==> config.mk <==
export PLATFORM = sky130hd
export DESIGN_NAME = ssr_engine
export DESIGN_NICKNAME = d
export VERILOG_FILES = /design/src/rtl/ssr_pkg.sv /design/src/rtl/ssr_edge_detect.sv /design/src/rtl/ssr_cmd_seq.sv /design/src/rtl/ssr_status_reg.sv /design/src/rtl/ssr_so_drive.sv /design/src/rtl/ssr_engine.sv
export SDC_FILE = /design/constraint.sdc
export NUM_CORES = 1
export LEC_CHECK = 0
export BUFFER_PORTS_ARGS = -buffer_cell sky130_fd_sc_hd__buf_2
export CORE_ASPECT_RATIO = 1.4
export CORE_MARGIN = 2
export CORE_UTILIZATION = 39
export CTS_CLUSTER_SIZE = 10
export DETAILED_ROUTE_END_ITERATION = 6
export PLACE_DENSITY = 0.64
export SLEW_MARGIN = 40
export SYNTH_ARGS = -nofsm -noshare
export SYNTH_HDL_FRONTEND = slang
export SYNTH_SLANG_ARGS = --single-unit
export TNS_END_PERCENT = 50
==> constraint.sdc <==
create_clock -name clk -period 4.6 [get_ports clk]
set_input_delay 1.15 -clock clk [delete_from_list [all_inputs] [get_ports clk]]
set_output_delay 1.15 -clock clk [all_outputs]
set_load 0.03 [all_outputs]
==> src/rtl/ssr_pkg.sv <==
package ssr_pkg;

    // Width of one serial byte: opcodes, data and the status register.
    localparam int BYTE_W = 8;

    // Command opcodes.
    localparam logic [BYTE_W-1:0] OP_READ_STAT  = 8'h05;
    localparam logic [BYTE_W-1:0] OP_WRITE_STAT = 8'h01;

    // Status bit roles.
    localparam int WEN_BIT  = 1;
    localparam int PROT_BIT = BYTE_W - 1;

    // Bits a status write may change: all but write-enable and bit 0.
    localparam logic [BYTE_W-1:0] WR_MASK = {{(BYTE_W-2){1'b1}}, 2'b00};

    // Command phase after the opcode byte.
    typedef enum logic [1:0] {
        PH_OPCODE = 2'd0,
        PH_READ   = 2'd1,
        PH_WRITE  = 2'd2,
        PH_IGNORE = 2'd3
    } phase_t;

endpackage

==> src/rtl/ssr_edge_detect.sv <==
// ssr_edge_detect
// Finds the edges of the serial clock and of chip select by comparing each
// pin with its value one system clock earlier.
// Assumes: sck and cs_n are already synchronous to clk, and each level lasts
// at least one clk period.
module ssr_edge_detect (
    input  logic clk,
    input  logic rst_n,
    input  logic sck,
    input  logic cs_n,
    output logic sck_rise,
    output logic sck_fall,
    output logic cs_rise
);

    logic sck_q;
    logic cs_q;

    // Keep the previous sample of each pin; reset values match the idle bus.
    always_ff @(posedge clk) begin
        if (!rst_n) begin
            sck_q <= 1'b0;
            cs_q  <= 1'b1;
        end else begin
            sck_q <= sck;
            cs_q  <= cs_n;
        end
    end

    // Flag an edge whenever the current sample differs from the stored one.
    always_comb begin
        sck_rise = sck & ~sck_q;
        sck_fall = ~sck & sck_q;
        cs_rise  = cs_n & ~cs_q;
    end

endmodule

==> src/rtl/ssr_cmd_seq.sv <==
// ssr_cmd_seq
// Shifts in SI on rising serial clock edges and counts serial clocks. After
// the 8th clock it decodes the opcode into a command phase. For a write it
// records whether the command may commit (write-enable set, not protected).
// On the select rising edge it issues a commit pulse if exactly two bytes
// were clocked.
// Assumes: select high returns everything to the opcode phase.
module ssr_cmd_seq
    import ssr_pkg::*;
(
    input  logic              clk,
    input  logic              rst_n,
    input  logic              cs_n,
    input  logic              sck_rise,
    input  logic              cs_rise,
    input  logic              si,
    input  logic              wen,
    input  logic              prot_en,
    input  logic              wp_n,
    output phase_t            phase,
    output logic              wr_commit,
    output logic [BYTE_W-1:0] wr_data
);

    localparam int FRAME_CLKS = 2 * BYTE_W;
    localparam int CNT_W      = $clog2(FRAME_CLKS + 2);
    localparam logic [CNT_W-1:0] CNT_MAX  = {CNT_W{1'b1}};
    localparam logic [CNT_W-1:0] OPC_LAST = CNT_W'(BYTE_W - 1);
    localparam logic [CNT_W-1:0] FRAME_N  = CNT_W'(FRAME_CLKS);

    logic [CNT_W-1:0]  clk_cnt;
    logic [BYTE_W-1:0] shreg;
    logic [BYTE_W-1:0] shreg_nxt;
    logic              armed;
    phase_t            phase_q;

    // Next content of the shift register if this cycle takes a bit.
    always_comb begin
        shreg_nxt = {shreg[BYTE_W-2:0], si};
    end

    // Count clocks, shift SI, decode the opcode and latch the write permission.
    always_ff @(posedge clk) begin
        if (!rst_n) begin
            clk_cnt <= '0;
            shreg   <= '0;
            armed   <= 1'b0;
            phase_q <= PH_OPCODE;
        end else if (cs_n) begin
            clk_cnt <= '0;
            shreg   <= '0;
            armed   <= 1'b0;
            phase_q <= PH_OPCODE;
        end else if (sck_rise) begin
            shreg <= shreg_nxt;
            if (clk_cnt != CNT_MAX) begin
                clk_cnt <= clk_cnt + 1'b1;
            end
            if (phase_q == PH_OPCODE && clk_cnt == OPC_LAST) begin
                if (shreg_nxt == OP_READ_STAT) begin
                    phase_q <= PH_READ;
                end else if (shreg_nxt == OP_WRITE_STAT) begin
                    phase_q <= PH_WRITE;
                    armed   <= wen & ~(prot_en & ~wp_n);
                end else begin
                    phase_q <= PH_IGNORE;
                end
            end
        end
    end

    // A commit needs a permitted write and exactly one opcode and one data byte.
    always_comb begin
        wr_commit = cs_rise && (phase_q == PH_WRITE) && armed && (clk_cnt == FRAME_N);
        wr_data   = shreg;
        phase     = phase_q;
    end

    // the phase leaves opcode only on the rising edge that ends the 8th clock.
    p_decode_at_eighth_clock_r1: assert property (@(posedge clk) disable iff (!rst_n)
        (phase_q != PH_OPCODE && $past(phase_q) == PH_OPCODE)
            |-> ($past(clk_cnt) == OPC_LAST && $past(sck_rise)));

    // a deselected device is back in the opcode phase on the next clock.
    p_deselect_restarts_r5: assert property (@(posedge clk) disable iff (!rst_n)
        cs_n |=> (phase_q == PH_OPCODE && clk_cnt == '0));

endmodule

==> src/rtl/ssr_status_reg.sv <==
// ssr_status_reg
// Holds the status byte. A committed write loads the writable bits and
// clears write-enable. The external set and clear pulses control
// write-enable only, and bit 0 is forced to zero.
// Assumes: wr_commit is a single-cycle pulse, and wel_clr wins over wel_set.
module ssr_status_reg
    import ssr_pkg::*;
#(
    parameter logic [BYTE_W-1:0] RESET_VAL = '0
) (
    input  logic              clk,
    input  logic              rst_n,
    input  logic              wr_commit,
    input  logic [BYTE_W-1:0] wr_data,
    input  logic              wel_set,
    input  logic              wel_clr,
    output logic [BYTE_W-1:0] status
);

    logic [BYTE_W-1:0] st_q;
    logic [BYTE_W-1:0] st_nxt;

    // Work out each bit's next value from its role.
    always_comb begin
        for (int i = 0; i < BYTE_W; i++) begin
            if (i == 0) begin
                st_nxt[i] = 1'b0;
            end else if (i == WEN_BIT) begin
                if (wr_commit || wel_clr) begin
                    st_nxt[i] = 1'b0;
                end else if (wel_set) begin
                    st_nxt[i] = 1'b1;
                end else begin
                    st_nxt[i] = st_q[i];
                end
            end else begin
                st_nxt[i] = (wr_commit && WR_MASK[i]) ? wr_data[i] : st_q[i];
            end
        end
    end

    // Register the status byte; bit 0 is cleared even in the reset value.
    always_ff @(posedge clk) begin
        if (!rst_n) begin
            st_q <= RESET_VAL & ~BYTE_W'(1);
        end else begin
            st_q <= st_nxt;
        end
    end

    assign status = st_q;

    // bit 0 always reads zero.
    p_bit0_zero_r7: assert property (@(posedge clk) disable iff (!rst_n)
        st_q[0] == 1'b0);

    // write-enable is clear the cycle after a commit.
    p_wen_drops_after_write_r6: assert property (@(posedge clk) disable iff (!rst_n)
        wr_commit |=> !st_q[WEN_BIT]);

    // without a commit the writable bits hold.
    p_hold_without_commit_r4: assert property (@(posedge clk) disable iff (!rst_n)
        !wr_commit |=> $stable(st_q[BYTE_W-1:2]));

    // write-enable moves only through the pulses or a commit.
    p_wen_only_by_pins_r7: assert property (@(posedge clk) disable iff (!rst_n)
        (!wr_commit && !wel_set && !wel_clr) |=> $stable(st_q[WEN_BIT]));

endmodule

==> src/rtl/ssr_so_drive.sv <==
// ssr_so_drive
// Streams the status byte onto SO during a read, one bit per falling serial
// clock edge, MSB first. The bit index wraps so the byte repeats. The
// driver is enabled from the first falling edge of the data phase until
// select rises.
// Assumes: in_read is high from the rising edge that ends the opcode.
module ssr_so_drive
    import ssr_pkg::*;
(
    input  logic              clk,
    input  logic              rst_n,
    input  logic              cs_n,
    input  logic              sck_fall,
    input  logic              in_read,
    input  logic [BYTE_W-1:0] status,
    output logic              so,
    output logic              so_oe
);

    localparam int IDX_W = $clog2(BYTE_W);
    localparam logic [IDX_W-1:0] IDX_LAST = IDX_W'(BYTE_W - 1);

    logic [IDX_W-1:0] idx;
    logic             so_q;
    logic             oe_q;

    // Step through the status bits on each falling edge of a read.
    always_ff @(posedge clk) begin
        if (!rst_n) begin
            idx  <= '0;
            so_q <= 1'b0;
            oe_q <= 1'b0;
        end else if (cs_n) begin
            idx  <= '0;
            oe_q <= 1'b0;
        end else if (in_read && sck_fall) begin
            so_q <= status[IDX_LAST - idx];
            idx  <= (idx == IDX_LAST) ? '0 : idx + 1'b1;
            oe_q <= 1'b1;
        end
    end

    // Gate the enable with select so the driver releases at once.
    always_comb begin
        so    = so_q;
        so_oe = oe_q & ~cs_n;
    end

    // SO changes only on a falling serial clock edge.
    p_so_moves_on_fall_r2: assert property (@(posedge clk) disable iff (!rst_n)
        !sck_fall |=> $stable(so_q));

    // the driver is on only during a read.
    p_oe_only_in_read_r5: assert property (@(posedge clk) disable iff (!rst_n)
        so_oe |-> in_read);

endmodule

==> src/rtl/ssr_engine.sv <==
// ssr_engine
// Top of the status register engine. It wires the edge detector, the command
// sequencer, the status register and the SO driver together.
// Assumes: mode 0 serial timing, serial pins synchronous to clk, and wp_n
// stable for the whole of a write command.
module ssr_engine
    import ssr_pkg::*;
#(
    parameter logic [BYTE_W-1:0] RESET_VAL = '0
) (
    input  logic              clk,
    input  logic              rst_n,
    input  logic              cs_n,
    input  logic              sck,
    input  logic              si,
    input  logic              wp_n,
    input  logic              wel_set,
    input  logic              wel_clr,
    output logic              so,
    output logic              so_oe,
    output logic [BYTE_W-1:0] status
);

    logic              sck_rise;
    logic              sck_fall;
    logic              cs_rise;
    phase_t            phase;
    logic              wr_commit;
    logic [BYTE_W-1:0] wr_data;
    logic [BYTE_W-1:0] st;

    ssr_edge_detect edge_i (
        .clk      (clk),
        .rst_n    (rst_n),
        .sck      (sck),
        .cs_n     (cs_n),
        .sck_rise (sck_rise),
        .sck_fall (sck_fall),
        .cs_rise  (cs_rise)
    );

    ssr_cmd_seq seq_i (
        .clk       (clk),
        .rst_n     (rst_n),
        .cs_n      (cs_n),
        .sck_rise  (sck_rise),
        .cs_rise   (cs_rise),
        .si        (si),
        .wen       (st[WEN_BIT]),
        .prot_en   (st[PROT_BIT]),
        .wp_n      (wp_n),
        .phase     (phase),
        .wr_commit (wr_commit),
        .wr_data   (wr_data)
    );

    ssr_status_reg #(
        .RESET_VAL (RESET_VAL)
    ) sreg_i (
        .clk       (clk),
        .rst_n     (rst_n),
        .wr_commit (wr_commit),
        .wr_data   (wr_data),
        .wel_set   (wel_set),
        .wel_clr   (wel_clr),
        .status    (st)
    );

    ssr_so_drive drv_i (
        .clk      (clk),
        .rst_n    (rst_n),
        .cs_n     (cs_n),
        .sck_fall (sck_fall),
        .in_read  (phase == PH_READ),
        .status   (st),
        .so       (so),
        .so_oe    (so_oe)
    );

    assign status = st;

    // no output drive while deselected.
    p_oe_off_deselected_r5: assert property (@(posedge clk) disable iff (!rst_n)
        cs_n |-> !so_oe);

    // an ignored command never commits a write.
    p_ignore_no_commit_r10: assert property (@(posedge clk) disable iff (!rst_n)
        (phase == PH_IGNORE) |-> !wr_commit);

endmodule

---- After elaboration in Yosys (flattened, before gate mapping) ----
Cells that the tools add are included.
operators by class
  magnitude comparators ................... 1
  reduce and logical (&&, ||, !) cells .... 13
  mux-type cells .......................... 5
  $add $sub $neg .......................... 3
  eq/ne operators ......................... 8
  bitwise gates (word level) .............. 14
operator list
  kind                                                  count
  equality test 8 x 1 -> 1 bit (second input constant)  1
  equality test 8 x 3 -> 1 bit (second input constant)  1
  inverter 1 bit                                        8
  AND 1 bit                                             6
  AND reduction 2 bit                                   3
  adder 5 x 1 -> 5 bit (second input constant)          1
  equality test 5 x 3 -> 1 bit (second input constant)  1
  equality test 5 bit (second input constant)           1
  logical AND 1 bit                                     5
  != test 5 bit (second input constant)                 1
  < comparator 3 x 4 -> 1 bit (second input constant)   1
  AND reduction 4 bit                                   1
  OR reduction 2 bit                                    2
  adder 3 x 1 -> 3 bit (second input constant)          1
  binary-select mux 1 bit (select 3 bit)                1
  equality test 3 bit (second input constant)           1
  two-way mux 3 bit                                     1
  subtractor 3 bit (first input constant)               1
  equality test 2 x 1 -> 1 bit (second input constant)  1
  equality test 2 bit (second input constant)           1
  logical NOT 2 bit                                     1
  two-way mux 1 bit                                     2
  two-way mux 2 bit                                     1
  logical OR 1 bit                                      1
word-level totals
  flip-flop bits (word level) ............. 31
  logic and storage cells ................. 56
  input bits .............................. 8
  output and inout port bits .............. 10

---- Longest topological paths before layout ----
Gate-level depths: netlist of run 1.
  depth after elaboration ................. 7
  mapped depth ............................ 7

---- By module ----
From an unflattened synthesis of run 1, not the netlist that was laid out.
unflattened totals
  cells, all modules ...................... 139
  area total of the unflattened synthesis .. 1,383.8 µm²
by module, submodules not included
  module           cells each  area an instance (µm²)  times used
  ssr_cmd_seq      76          718.2                   1
  ssr_so_drive     31          292.8                   1
  ssr_status_reg   24          287.8                   1
  ssr_edge_detect  7           71.3                    1
  ssr_engine       1           13.8                    1

---- Worst setup path after synthesis of run 1 ----
Ideal clock, no wire load.
  kind .................................... input to output
  start point ............................. input cs_n
  end point ............................... output so_oe
  slack ................................... 1.868 ns
  path buffers ............................ 0
  cell stages on the path ................. 1
  data required time ...................... 3.450 ns
  data arrival time ....................... 1.582 ns
  cell sequence ........................... nor2b_1
on the way
  longest elaborated chain between the ends .. 2
RTL lines
  what                             RTL line            RTL
  start, declared                  ssr_engine.sv:13    input logic cs_n,
  inverter 1 bit (no source line)  -
  AND 1 bit                        ssr_so_drive.sv:46  so_oe = oe_q & ~cs_n;
  end, declared                    ssr_engine.sv:20    output logic so_oe,
Every way passes these cells.

---- Worst setup path after layout of run 1 ----
Ends and elaborated chain as after synthesis.

==> flow_summary.yaml, run 1 <==
status:
  result_of_the_run: "finished, final reports clean"
final_layout:
  area_growth_pct: 11.6
  final_area_um2: 1510
  multiInputGateArea_um2: 688
  nNetsFinal: 171
  fraction_of_final_layout_cells_with_drive_strength_greater_than_1_pct: 17.1
  seq_area_um2: 601
  antenna-diode-count: 0
  fillerInstances: 342
logic_synthesis:
  synth_enable_flop_cells: 0
  syn_avg_cell_area_um2: 9.47
  yosys.area.top_type_share_pct: 44.4
  seq_area_frac_synth_pct: 44.4
  postSynth.asyncResetShare_pct: 0
  post_synth_inst_count: 143
  synth.net_count: 156
  dominantRegCellSynth: "sky130_fd_sc_hd__dfxtp_1"
  synthesis.area_um2: 1350
  synth_register_bits: 30
  synth_top_area_cell: "sky130_fd_sc_hd__dfxtp_1"
  synth_cell_types: 34
  ys_warn_count: 0
  synth_top_cells_by_area: "sky130_fd_sc_hd__dfxtp_1 (44%), sky130_fd_sc_hd__mux2i_1 (8.1%), sky130_fd_sc_hd__nand2_1 (5.3%)"
clock_tree:
  cts_num_sinks: 30
  insertion_delay_ns: 0.27
  ctsHoldBuffers: 0
  tritoncts.num_buffers: 5
  cts.clk_slew.worst_paths_ns: 0.06
  cts.repair.resized: 0
  postCtsSetupRepairBufs: 0
  ctsLongestPathBuffers: 2
  clock_tree.htree_level_count: 2
  cts-root-buf: "sky130_fd_sc_hd__clkbuf_8"
  tritoncts: "built"
min_path:
  min_from: "drv_i.oe_q$_SDFFE_PP0P_"
  timing.hold.worst_endpoint: "drv_i.oe_q$_SDFFE_PP0P_"
  hold_path_stages: 2
  hold_path.class: "reg -> reg"
sta:
  relSlewSlack_pct: 56.1
  setup_total_negative_slack_ns: 0
  final-hold-violation-count: 0
  grt_setup_unrepaired: "false"
  report.final.setup_viol: 0
  tightest_slew_ns: 0.650
  worst_clock_skew_ns: 0.00460
  timing.final.crit_period_ns: 2.71
  final_cycle_share_pct: 58.9
  holdWs_ns: 0.460
  max_freq_mhz: 369
  report.final.slew_viol_count: 0
drt:
  wl_per_cell_um: 13.4
  via_per_inst: 5.14
  ant_nets: 0
  number_of_drc_markers_after_the_initial_detailed_route_iteration: 20
  drc: 0
  drt_first_pass_iters: 4
  vias: 1018
  route.final.wire_length_um: 2660
power_and_ir_drop:
  finalPower_mw: 0.478
  irDropWorstVdd_uv: 246
  powerDensity_nw_per_um2: 317
  leakage_nw: 0.534
global_routing:
  first_global_vias: 990
  grt_remaining_overflow: 0
  grt_max_degree: 22
  grt_pass1_wl_um: 4640
  antenna_found_initial: 0
  grtUsageTotal_pct: 16.4
critical_path:
  critPathRequiredTime_ns: 3.45
  critical_path_peak_fanout: 4
  critical_path_arrival_ns: 1.56
  worstReg2RegStart: "seq_i.clk_cnt[0]$_SDFFE_PP0P_"
  worstSetupEndpointType: "output pin"
  rrSetupSlack_ns: 2.58
  timing.reg2reg.worst_path_depth: 7
  regToRegEndpoint: "seq_i.clk_cnt[3]$_SDFFE_PP0P_"
  critPathLaunchType: "input port"
  setup.worst_path.class: "in -> out"
placement:
  post_dp_hpwl_um: 1970
  routability_congestion: 0.726
  placed_area_um2: 1430
  buffer_ports.inserted: 16
flow_run:
  max_cap_viols: 0
die:
  design.portCount: 18
  floorplan.die_area_um2: 3970
  rows: 25
  die_height_um: 73.7
  core_ar_um2: 3350
  floorplan.die.width_um: 53.8
  initial_utilization_pct: 40.4
-- final cells by class --
cell class | instances | share of cell area [%]
sequential | 30 | 39.8
inverter | 4 | 0.994
multi-input combinational | 101 | 45.6
timing repair buffer | 16 | 5.30
tap | 40 | 3.31
clock buffer | 7 | 5.05
-- power by group --
group / switching, mW / total (mW) / internal [mW] / leakage (nW)
combinational: 0.0142 / 0.0218 / 0.00759 / 0.253
clock: 0.0887 / 0.193 / 0.104 / 0.0383
sequential: 0.00182 / 0.264 / 0.262 / 0.242
-- cells in the mapped netlist, types with 2 or more instances --
master,count
sky130_fd_sc_hd__nor2b_1,8
sky130_fd_sc_hd__xor2_1,2
sky130_fd_sc_hd__dfxtp_1,30
sky130_fd_sc_hd__inv_1,4
sky130_fd_sc_hd__o21ai_0,5
sky130_fd_sc_hd__clkbuf_1,3
sky130_fd_sc_hd__nand4_1,3
sky130_fd_sc_hd__nor2_1,13
sky130_fd_sc_hd__mux2i_1,11
sky130_fd_sc_hd__buf_4,3
sky130_fd_sc_hd__buf_6,2
sky130_fd_sc_hd__nand3b_1,2
sky130_fd_sc_hd__a21oi_1,13
sky130_fd_sc_hd__nand2_1,19
sky130_fd_sc_hd__nor4_4,2
sky130_fd_sc_hd__ha_1,5
-- stage by stage --
| stage | setup WS (ns) | util [%] | cells |
|---|---|---|---|
| 2_1_floorplan | 1.87 | - | 143 |
| 3_3_place_gp | 1.89 | 42.7 | 191 |
| 3_5_place_dp | 1.88 | 42.8 | 191 |
| 4_1_cts | 1.88 | 45.1 | 198 |
| 5_1_grt | 1.84 | 45.1 | 198 |
| 6_report | 1.89 | 45.1 | 198 |
-- worst max-delay path, stage by stage --
cell                      delay [ns]
sky130_fd_sc_hd__buf_2          0.12
sky130_fd_sc_hd__nor2b_1        0.09
sky130_fd_sc_hd__buf_2          0.20
-- metal layers --
metal,global-route usage [%],wire [um],up-vias
li1,-,-,516
met1,18.9,1150,482
met2,26.7,1360,16
met3,6.30,112,4
met4,6.27,42,0
met5,0,0,-
-- kinds of logic (layout without fill, tap and decap cells) --
group / after synthesis / after routing / synth area share, %
compound gates: 20 / 20 / 7.67
xor+xnor: 3 / 3 / 1.94
fa+ha+maj: 5 / 5 / 4.62
buf+inv: 12 / 27 / 5.27
flops: 30 / 30 / 44.4
mux: 12 / 12 / 9.80
other cells: 1 / 1 / 0.277
simple gates: 60 / 60 / 26.1
-- sequential cells by signal, indices dropped and copies added, names as in the netlist, 2 cells and up --
signal         cells
drv_i.idx          3
seq_i.clk_cnt      5
seq_i.phase        2
seq_i.wr_data      8
sreg_i.status      7
-- worst max-delay path by stage --
stage | startpoint | end | slack [ns] | depth (start not counted)
5_1_grt | cs_n | so_oe | 1.84 | 3
3_3_place_gp | cs_n | so_oe | 1.89 | 3
4_1_cts | cs_n | so_oe | 1.88 | 3
3_5_place_dp | cs_n | so_oe | 1.88 | 3
2_1_floorplan | cs_n | so_oe | 1.87 | 1
6_report | cs_n | so_oe | 1.89 | 3
-- placed cells by master, fill, tap and decap left out, drive strengths merged, types with 2 or more instances in the layout --
cell type  count
nor2b          8
clkbuf         7
nand4          3
a21oi         13
nor4           2
dfxtp         30
nand3b         2
mux2i         11
xor2           2
o21ai          5
buf           16
inv            4
nand2         19
nand4b         2
ha             5
nor2          13
(Power assumes the default switching activity.)
==> run 2: changes to the inputs <==
--- a/config.mk
+++ b/config.mk
@@ -5,13 +5,14 @@
 export SDC_FILE = /design/constraint.sdc
 export NUM_CORES = 1
 export LEC_CHECK = 0
+export ABC_AREA = 1
 export BUFFER_PORTS_ARGS = -buffer_cell sky130_fd_sc_hd__buf_2
 export CORE_ASPECT_RATIO = 1.4
 export CORE_MARGIN = 2
 export CORE_UTILIZATION = 39
 export CTS_CLUSTER_SIZE = 10
 export DETAILED_ROUTE_END_ITERATION = 6
-export PLACE_DENSITY = 0.64
+export PLACE_DENSITY = 0.66
 export SLEW_MARGIN = 40
 export SYNTH_ARGS = -nofsm -noshare
 export SYNTH_HDL_FRONTEND = slang
==> constraint.sdc (replaced) <==
create_clock -name clk -period 2.2 [get_ports clk]
set_input_delay 0.55 -clock clk [delete_from_list [all_inputs] [get_ports clk]]
set_output_delay 0.55 -clock clk [all_outputs]
set_load 0.03 [all_outputs]
==> run 2 against run 1 <==
  * Die area fell by 0.26%
  * Highest routed layer unchanged
  * Flip-flop and latch count did not move
  * Register-to-register slack got worse by 2.0 ns
  * Clock-buffer cell count did not move
  * Clock skew fell by 0.0014 ns
  * Sequential share of layout area fell by 0.65 points
  * Critical endpoint is now seq_i.clk_cnt[2]$_SDFFE_PP0P_
==> flow_summary.yaml, run 2 <==
logic_synthesis:
  postSynth.asyncResetShare_pct: 0
  synth_cell_types: 21
  dominantRegCellSynth: "sky130_fd_sc_hd__dfxtp_1"
  synth_register_bits: 30
  synth_top_area_cell: "sky130_fd_sc_hd__dfxtp_1"
  post_synth_inst_count: 182
  yosys.cell_count.top_type: "sky130_fd_sc_hd__dfxtp_1"
  seq_area_frac_synth_pct: 44.5
  synth_top_cells_by_area: "sky130_fd_sc_hd__dfxtp_1 (44%), sky130_fd_sc_hd__o21ai_0 (9.3%), sky130_fd_sc_hd__inv_1 (7.8%)"
  synthesis.area_um2: 1350
  ys_warn_count: 0
  synth_enable_flop_cells: 0
  synth.net_count: 195
  yosys-top-cells-count: "sky130_fd_sc_hd__dfxtp_1 (30), sky130_fd_sc_hd__inv_1 (28), sky130_fd_sc_hd__nor2_1 (28)"
  syn_avg_cell_area_um2: 7.42
  yosys.area.top_type_share_pct: 44.5
critical_path:
  critPathLaunchType: "flip-flop"
  timing.reg2reg.worst_path_depth: 7
  crit_chain: "ha_1 > inv_1 > nor3_1 > ha_1 > or2_1 > nor3_1 > nor3_2"
  worstSetupEndpointType: "flip-flop"
  setup.worst_path.class: "reg -> reg"
  critPathMaxStageDelay_ns: 0.33
  critical_path_arrival_ns: 1.74
  critPathRequiredTime_ns: 2.37
  critical_path.slowest_cell: "sky130_fd_sc_hd__or2_1"
  rrSetupSlack_ns: 0.63
  worstReg2RegStart: "seq_i.clk_cnt[0]$_SDFFE_PP0P_"
  critical_path_peak_fanout: 10
  regToRegEndpoint: "seq_i.clk_cnt[2]$_SDFFE_PP0P_"
clock_tree:
  postCtsSetupRepairBufs: 0
  cts-root-buf: "sky130_fd_sc_hd__clkbuf_8"
  ctsHoldBuffers: 0
  clock_tree.htree_level_count: 2
  ctsLongestPathBuffers: 2
  tritoncts.num_buffers: 5
  insertion_delay_ns: 0.28
  tritoncts: "built"
  cts_num_sinks: 30
  cts.repair.resized: 0
  cts.clk_slew.worst_paths_ns: 0.06
placement:
  routability_congestion: 0.743
  buffer_ports.inserted: 16
  placed_area_um2: 1440
  post_dp_hpwl_um: 1860
drt:
  number_of_drc_markers_after_the_initial_detailed_route_iteration: 15
  drc: 0
  via_per_inst: 4.84
  route.final.wire_length_um: 2500
  wl_per_cell_um: 10.4
  vias: 1162
  ant_nets: 0
  drt_first_pass_iters: 3
sta:
  report.final.setup_viol: 0
  grt_setup_unrepaired: "false"
  final_cycle_share_pct: 71.6
  timing.final.crit_period_ns: 1.57
  report.final.slew_viol_count: 0
  max_freq_mhz: 635
  holdWs_ns: 0.463
  worst_clock_skew_ns: 0.00316
  setup_total_negative_slack_ns: 0
  final-hold-violation-count: 0
global_routing:
  antenna_found_initial: 0
  grt_pass1_wl_um: 4300
  grt_remaining_overflow: 0
  first_global_vias: 1032
  grt_max_degree: 18
  grtUsageTotal_pct: 15.3
power_and_ir_drop:
  powerDensity_nw_per_um2: 701
  irDropWorstVdd_uv: 399
  finalPower_mw: 1.08
  leakage_nw: 0.651
min_path:
  hold_path_stages: 2
  timing.hold.worst_endpoint: "drv_i.oe_q$_SDFFE_PP0P_"
  hold_path.class: "reg -> reg"
  min_from: "drv_i.oe_q$_SDFFE_PP0P_"
final_layout:
  multiInputGateArea_um2: 608
  nNetsFinal: 212
  seq_area_um2: 601
  final_area_um2: 1540
  commonest_non_fill_non_tap_cells_in_the_layout: "sky130_fd_sc_hd__dfxtp_1 (30), sky130_fd_sc_hd__inv_1 (28), sky130_fd_sc_hd__nor2_1 (28)"
  commonest_non_fill_non_tap_cell_in_the_layout: "sky130_fd_sc_hd__dfxtp_1"
  fraction_of_final_layout_cells_with_drive_strength_greater_than_1_pct: 14.0
  antenna-diode-count: 0
  fillerInstances: 357
  area_growth_pct: 13.7
  largest_register_ff_count: 8
die:
  core_ar_um2: 3350
  rows: 25
  design.portCount: 18
  floorplan.die.width_um: 53.7
  floorplan.die_area_um2: 3950
  initial_utilization_pct: 40.3
  die_height_um: 73.6
status:
  result_of_the_run: "finished, final reports clean"
flow_run:
  max_cap_viols: 0
==> run 2: cell count changes in the layout (fill, tap and decap cells not counted), sizes merged, moves of 4 or more <==
cell / previous run / this run
a21oi: 13 / 18
nor2: 13 / 30
nor2b: 8 / 0
mux2i: 11 / 0
nor3: 1 / 5
inv: 4 / 28
o21ai: 5 / 25
nand3: 0 / 10
==> run 2: critical path: cells and delay by family (launching register included) <==
family / cells / cell delay [ns]
adders and majority gates: 2 / 0.38
buffers and inverters: 1 / 0.09
DFF: 1 / 0.32
and+or+nand+nor: 4 / 0.67
==> run 2: logic make-up (layout without fill, tap and decap cells) <==
kind of cell               count (synthesis)  count (layout)  synth area share, %
adders and majority gates                  5               5                 4.63
and+or+nand+nor                           68              68                 23.6
other                                      1               1                0.278
DFF                                       30              30                 44.5
AOI/OAI and AO/OA                         44              44                 16.5
buffers and inverters                     34              52                 10.5
==> run 2: final cells by class <==
cell class	count	area share (%)
Clock buffer	7	5.62
Inverter	28	6.85
Tap cell	40	3.26
Clock inverter	1	0.326
Multi-Input combinational cell	118	39.6
Timing Repair Buffer	16	5.22
Sequential cell	30	39.1
==> run 2: per-layer routing <==
metal  wire length, um  global-route usage, %
met2              1220                   24.4
met3                81                   4.27
met5                 0                      0
met1              1110                   16.9
met4                82                   11.1
==> run 2: worst max path at each step <==
stage	depth (start not counted)	start	end	slack, ns
after floorplan	1	cs_n	so_oe	0.69
after global placement	8	sck	seq_i.armed$_SDFFE_PP0P_	0.54
after detailed placement	5	sck	seq_i.clk_cnt[2]$_SDFFE_PP0P_	0.52
after CTS	7	seq_i.clk_cnt[0]$_SDFFE_PP0P_	seq_i.clk_cnt[2]$_SDFFE_PP0P_	0.63
after global routing	8	seq_i.clk_cnt[1]$_SDFFE_PP0P_	seq_i.clk_cnt[3]$_SDFFE_PP0P_	0.45
final	7	seq_i.clk_cnt[0]$_SDFFE_PP0P_	seq_i.clk_cnt[2]$_SDFFE_PP0P_	0.63
==> run 2: metrics by stage <==
| step | instances | worst slack [ns] | utilization [%] |
|---|---|---|---|
| final | 240 | 0.625 | 45.9 |
| after floorplan | 182 | 0.687 | - |
| after CTS | 240 | 0.632 | 45.9 |
| after detailed placement | 232 | 0.521 | 43.1 |
| after global routing | 240 | 0.446 | 45.9 |
| after global placement | 232 | 0.540 | 43.1 |
==> run 2: where the power goes <==
group / total, mW / switching, mW / internal, mW
clock network: 0.454 / 0.202 / 0.252
registers: 0.560 / 0.00631 / 0.554
logic: 0.0625 / 0.0420 / 0.0205
total: 1.08 / 0.250 / 0.826
==> run 3: changes to the inputs <==
--- a/config.mk
+++ b/config.mk
@@ -12,7 +12,7 @@
 export CORE_UTILIZATION = 39
 export CTS_CLUSTER_SIZE = 10
 export DETAILED_ROUTE_END_ITERATION = 6
-export PLACE_DENSITY = 0.66
+export PLACE_DENSITY = 0.64
 export SLEW_MARGIN = 40
 export SYNTH_ARGS = -nofsm -noshare
 export SYNTH_HDL_FRONTEND = slang
==> constraint.sdc (replaced) <==
create_clock -name clk -period 1.55 [get_ports clk]
set_input_delay 0.3875 -clock clk [delete_from_list [all_inputs] [get_ports clk]]
set_output_delay 0.3875 -clock clk [all_outputs]
set_load 0.03 [all_outputs]
==> run 3 against run 2 <==
  * Sequential power grew 42%
  * Global-route usage increased by 0.56 points
  * Critical path type unchanged
  * Clock power is 39% higher
  * Non-clock buffer count grew 3
  * Die area unchanged
  * Worst hold slack worse by 0.13 ns
==> flow_summary.yaml, run 3 (synthesis results as in run 2) <==
placement:
  routability_congestion: 0.719
  buffer_ports.inserted: 16
  placed_area_um2: 1480
  post-place-cells: 235
  post_dp_hpwl_um: 2050
sta:
  grt_setup_unrepaired: "false"
  max_freq_mhz: 719
  report.final.setup_viol: 0
  final_cycle_share_pct: 89.8
  final-hold-violation-count: 0
  timing.final.crit_period_ns: 1.39
  holdWs_ns: 0.334
  report.final.slew_viol_count: 0
  worst_clock_skew_ns: 0.00279
power_and_ir_drop:
  leakage_nw: 0.668
  reported_net_switching_power_mw: 0.349
  power.share.sequential_pct: 51.9
  power_report.internal_total_mw: 1.18
  power_switching_share_pct: 22.8
  irDropWorstVdd_uv: 518
  powerDensity_nw_per_um2: 967
  share_of_power_burned_in_combinational_logic_pct: 6.8
  power.clock.fraction_pct: 41.3
die:
  initial_utilization_pct: 40.3
  floorplan.die.width_um: 53.7
  design.portCount: 18
  floorplan.die_area_um2: 3950
  core_ar_um2: 3350
  rows: 25
  die_height_um: 73.6
global_routing:
  first_global_vias: 1094
  grt_pass1_wl_um: 4560
  antenna_found_initial: 0
  grtUsageTotal_pct: 15.9
  grt_max_degree: 13
  grt_remaining_overflow: 0
critical_path:
  critical_path_arrival_ns: 1.56
  worstSetupEndpointType: "flip-flop"
  timing.critical_path.from: "seq_i.clk_cnt[0]$_SDFFE_PP0P_"
  regToRegEndpoint: "seq_i.clk_cnt[4]$_SDFFE_PP0P_"
  worstReg2RegStart: "seq_i.clk_cnt[0]$_SDFFE_PP0P_"
  critical_path_peak_fanout: 10
  rrSetupSlack_ns: 0.16
  critPathLaunchType: "flip-flop"
  timing.reg2reg.worst_path_depth: 7
  setup.worst_path.class: "reg -> reg"
  critPathRequiredTime_ns: 1.71
drt:
  number_of_drc_markers_after_the_initial_detailed_route_iteration: 14
  via_per_inst: 4.91
  wl_per_cell_um: 10.9
  ant_nets: 0
  drt_first_pass_iters: 4
  drc: 0
  route.final.wire_length_um: 2650
  vias: 1192
flow_run:
  max_cap_viols: 0
status:
  result_of_the_run: "finished, final reports clean"
clock_tree:
  clock_tree.htree_level_count: 2
  cts_num_sinks: 30
  insertion_delay_ns: 0.27
  cts-root-buf: "sky130_fd_sc_hd__clkbuf_8"
  tritoncts: "built"
  tritoncts.num_buffers: 5
  cts.clk_slew.worst_paths_ns: 0.06
  postCtsSetupRepairBufs: 0
  ctsLongestPathBuffers: 2
final_layout:
  post_layout_nonfiller_instances: 243
  final_area_um2: 1590
  largest_register_ff_count: 8
  fraction_of_final_layout_cells_with_drive_strength_greater_than_1_pct: 17.7
  commonest_non_fill_non_tap_cells_in_the_layout: "sky130_fd_sc_hd__dfxtp_1 (30), sky130_fd_sc_hd__nor2_1 (28), sky130_fd_sc_hd__inv_1 (27)"
  nNetsFinal: 215
  area_growth_pct: 17.4
  fillerInstances: 341
  commonest_non_fill_non_tap_cell_in_the_layout: "sky130_fd_sc_hd__dfxtp_1"
  antenna-diode-count: 0
min_path:
  hold_path_stages: 3
  timing.hold.worst_endpoint: "edge_i.sck_q$_SDFF_PN0_"
  min_from: "sck"
  hold_path.class: "in -> reg"
run 3: area by class of cell:
type                            count  area, um^2  area share (%)
Multi-Input combinational cell    118         623            39.3
Sequential cell                    30         601            37.9
Timing Repair Buffer               19         115            7.26
Inverter                           28         105            6.63
Clock buffer                        7        86.3            5.45
Tap cell                           40        50.0            3.16
Clock inverter                      1        5.00           0.316
run 3: worst max path at each step:
| stage | to | depth (start not counted) |
|---|---|---|
| 2_1_floorplan | seq_i.clk_cnt[2]$_SDFFE_PP0P_ | 8 |
| 3_3_place_gp | seq_i.clk_cnt[2]$_SDFFE_PP0P_ | 7 |
| 3_5_place_dp | seq_i.clk_cnt[2]$_SDFFE_PP0P_ | 7 |
| 4_1_cts | seq_i.clk_cnt[3]$_SDFFE_PP0P_ | 8 |
| 5_1_grt | seq_i.clk_cnt[0]$_SDFFE_PP0P_ | 7 |
| 6_report | seq_i.clk_cnt[4]$_SDFFE_PP0P_ | 7 |
run 3: timing repair:
item                                    in CTS  in global routing
endpoints found under the setup margin       2                  5
gates resized for setup                      2                  4
hold buffers                                 0                  0
pin swaps                                    0                  1
run 3: metal layers:
metal  share of wire [%]  GRT usage (%)  up-vias
met5                   0              0        -
met4                 2.2           7.69        0
met3                 3.2           4.27        6
met2                  52           28.9       15
met1                  43           16.0      545
li1                    -              -      626
run 3: power groups by stage:
| stage | clock network [mW] | registers (mW) | logic, mW |
|---|---|---|---|
| 4_1_cts | 0.654 | 0.796 | 0.105 |
| 2_1_floorplan | 0 | 0.810 | 0.0689 |
| 5_1_grt | 0.691 | 0.797 | 0.120 |
| 3_3_place_gp | 0 | 0.812 | 0.100 |
| 6_report | 0.633 | 0.796 | 0.104 |
| 3_5_place_dp | 0 | 0.813 | 0.103 |
run 3: worst max-delay path, cell delays in order, from the launching register on:
cell	delay [ns]
sky130_fd_sc_hd__dfxtp_1	0.33
sky130_fd_sc_hd__ha_2	0.19
sky130_fd_sc_hd__inv_2	0.08
sky130_fd_sc_hd__nor3_2	0.04
sky130_fd_sc_hd__ha_1	0.17
sky130_fd_sc_hd__or2_4	0.27
sky130_fd_sc_hd__o21ai_0	0.15
sky130_fd_sc_hd__a21oi_1	0.06
run 3: stage by stage:
step / power, mW / worst slack (ns) / TNS, ns / utilization, %
2_1_floorplan: 0.879 / 0.0627 / 0 / -
3_3_place_gp: 0.912 / 0.0262 / 0 / 44.2
3_5_place_dp: 0.915 / -0.00321 / -0.00321 / 44.2
4_1_cts: 1.55 / 0.0682 / 0 / 47.1
5_1_grt: 1.61 / 0.0340 / 0 / 47.4
6_report: 1.53 / 0.158 / 0 / 47.4
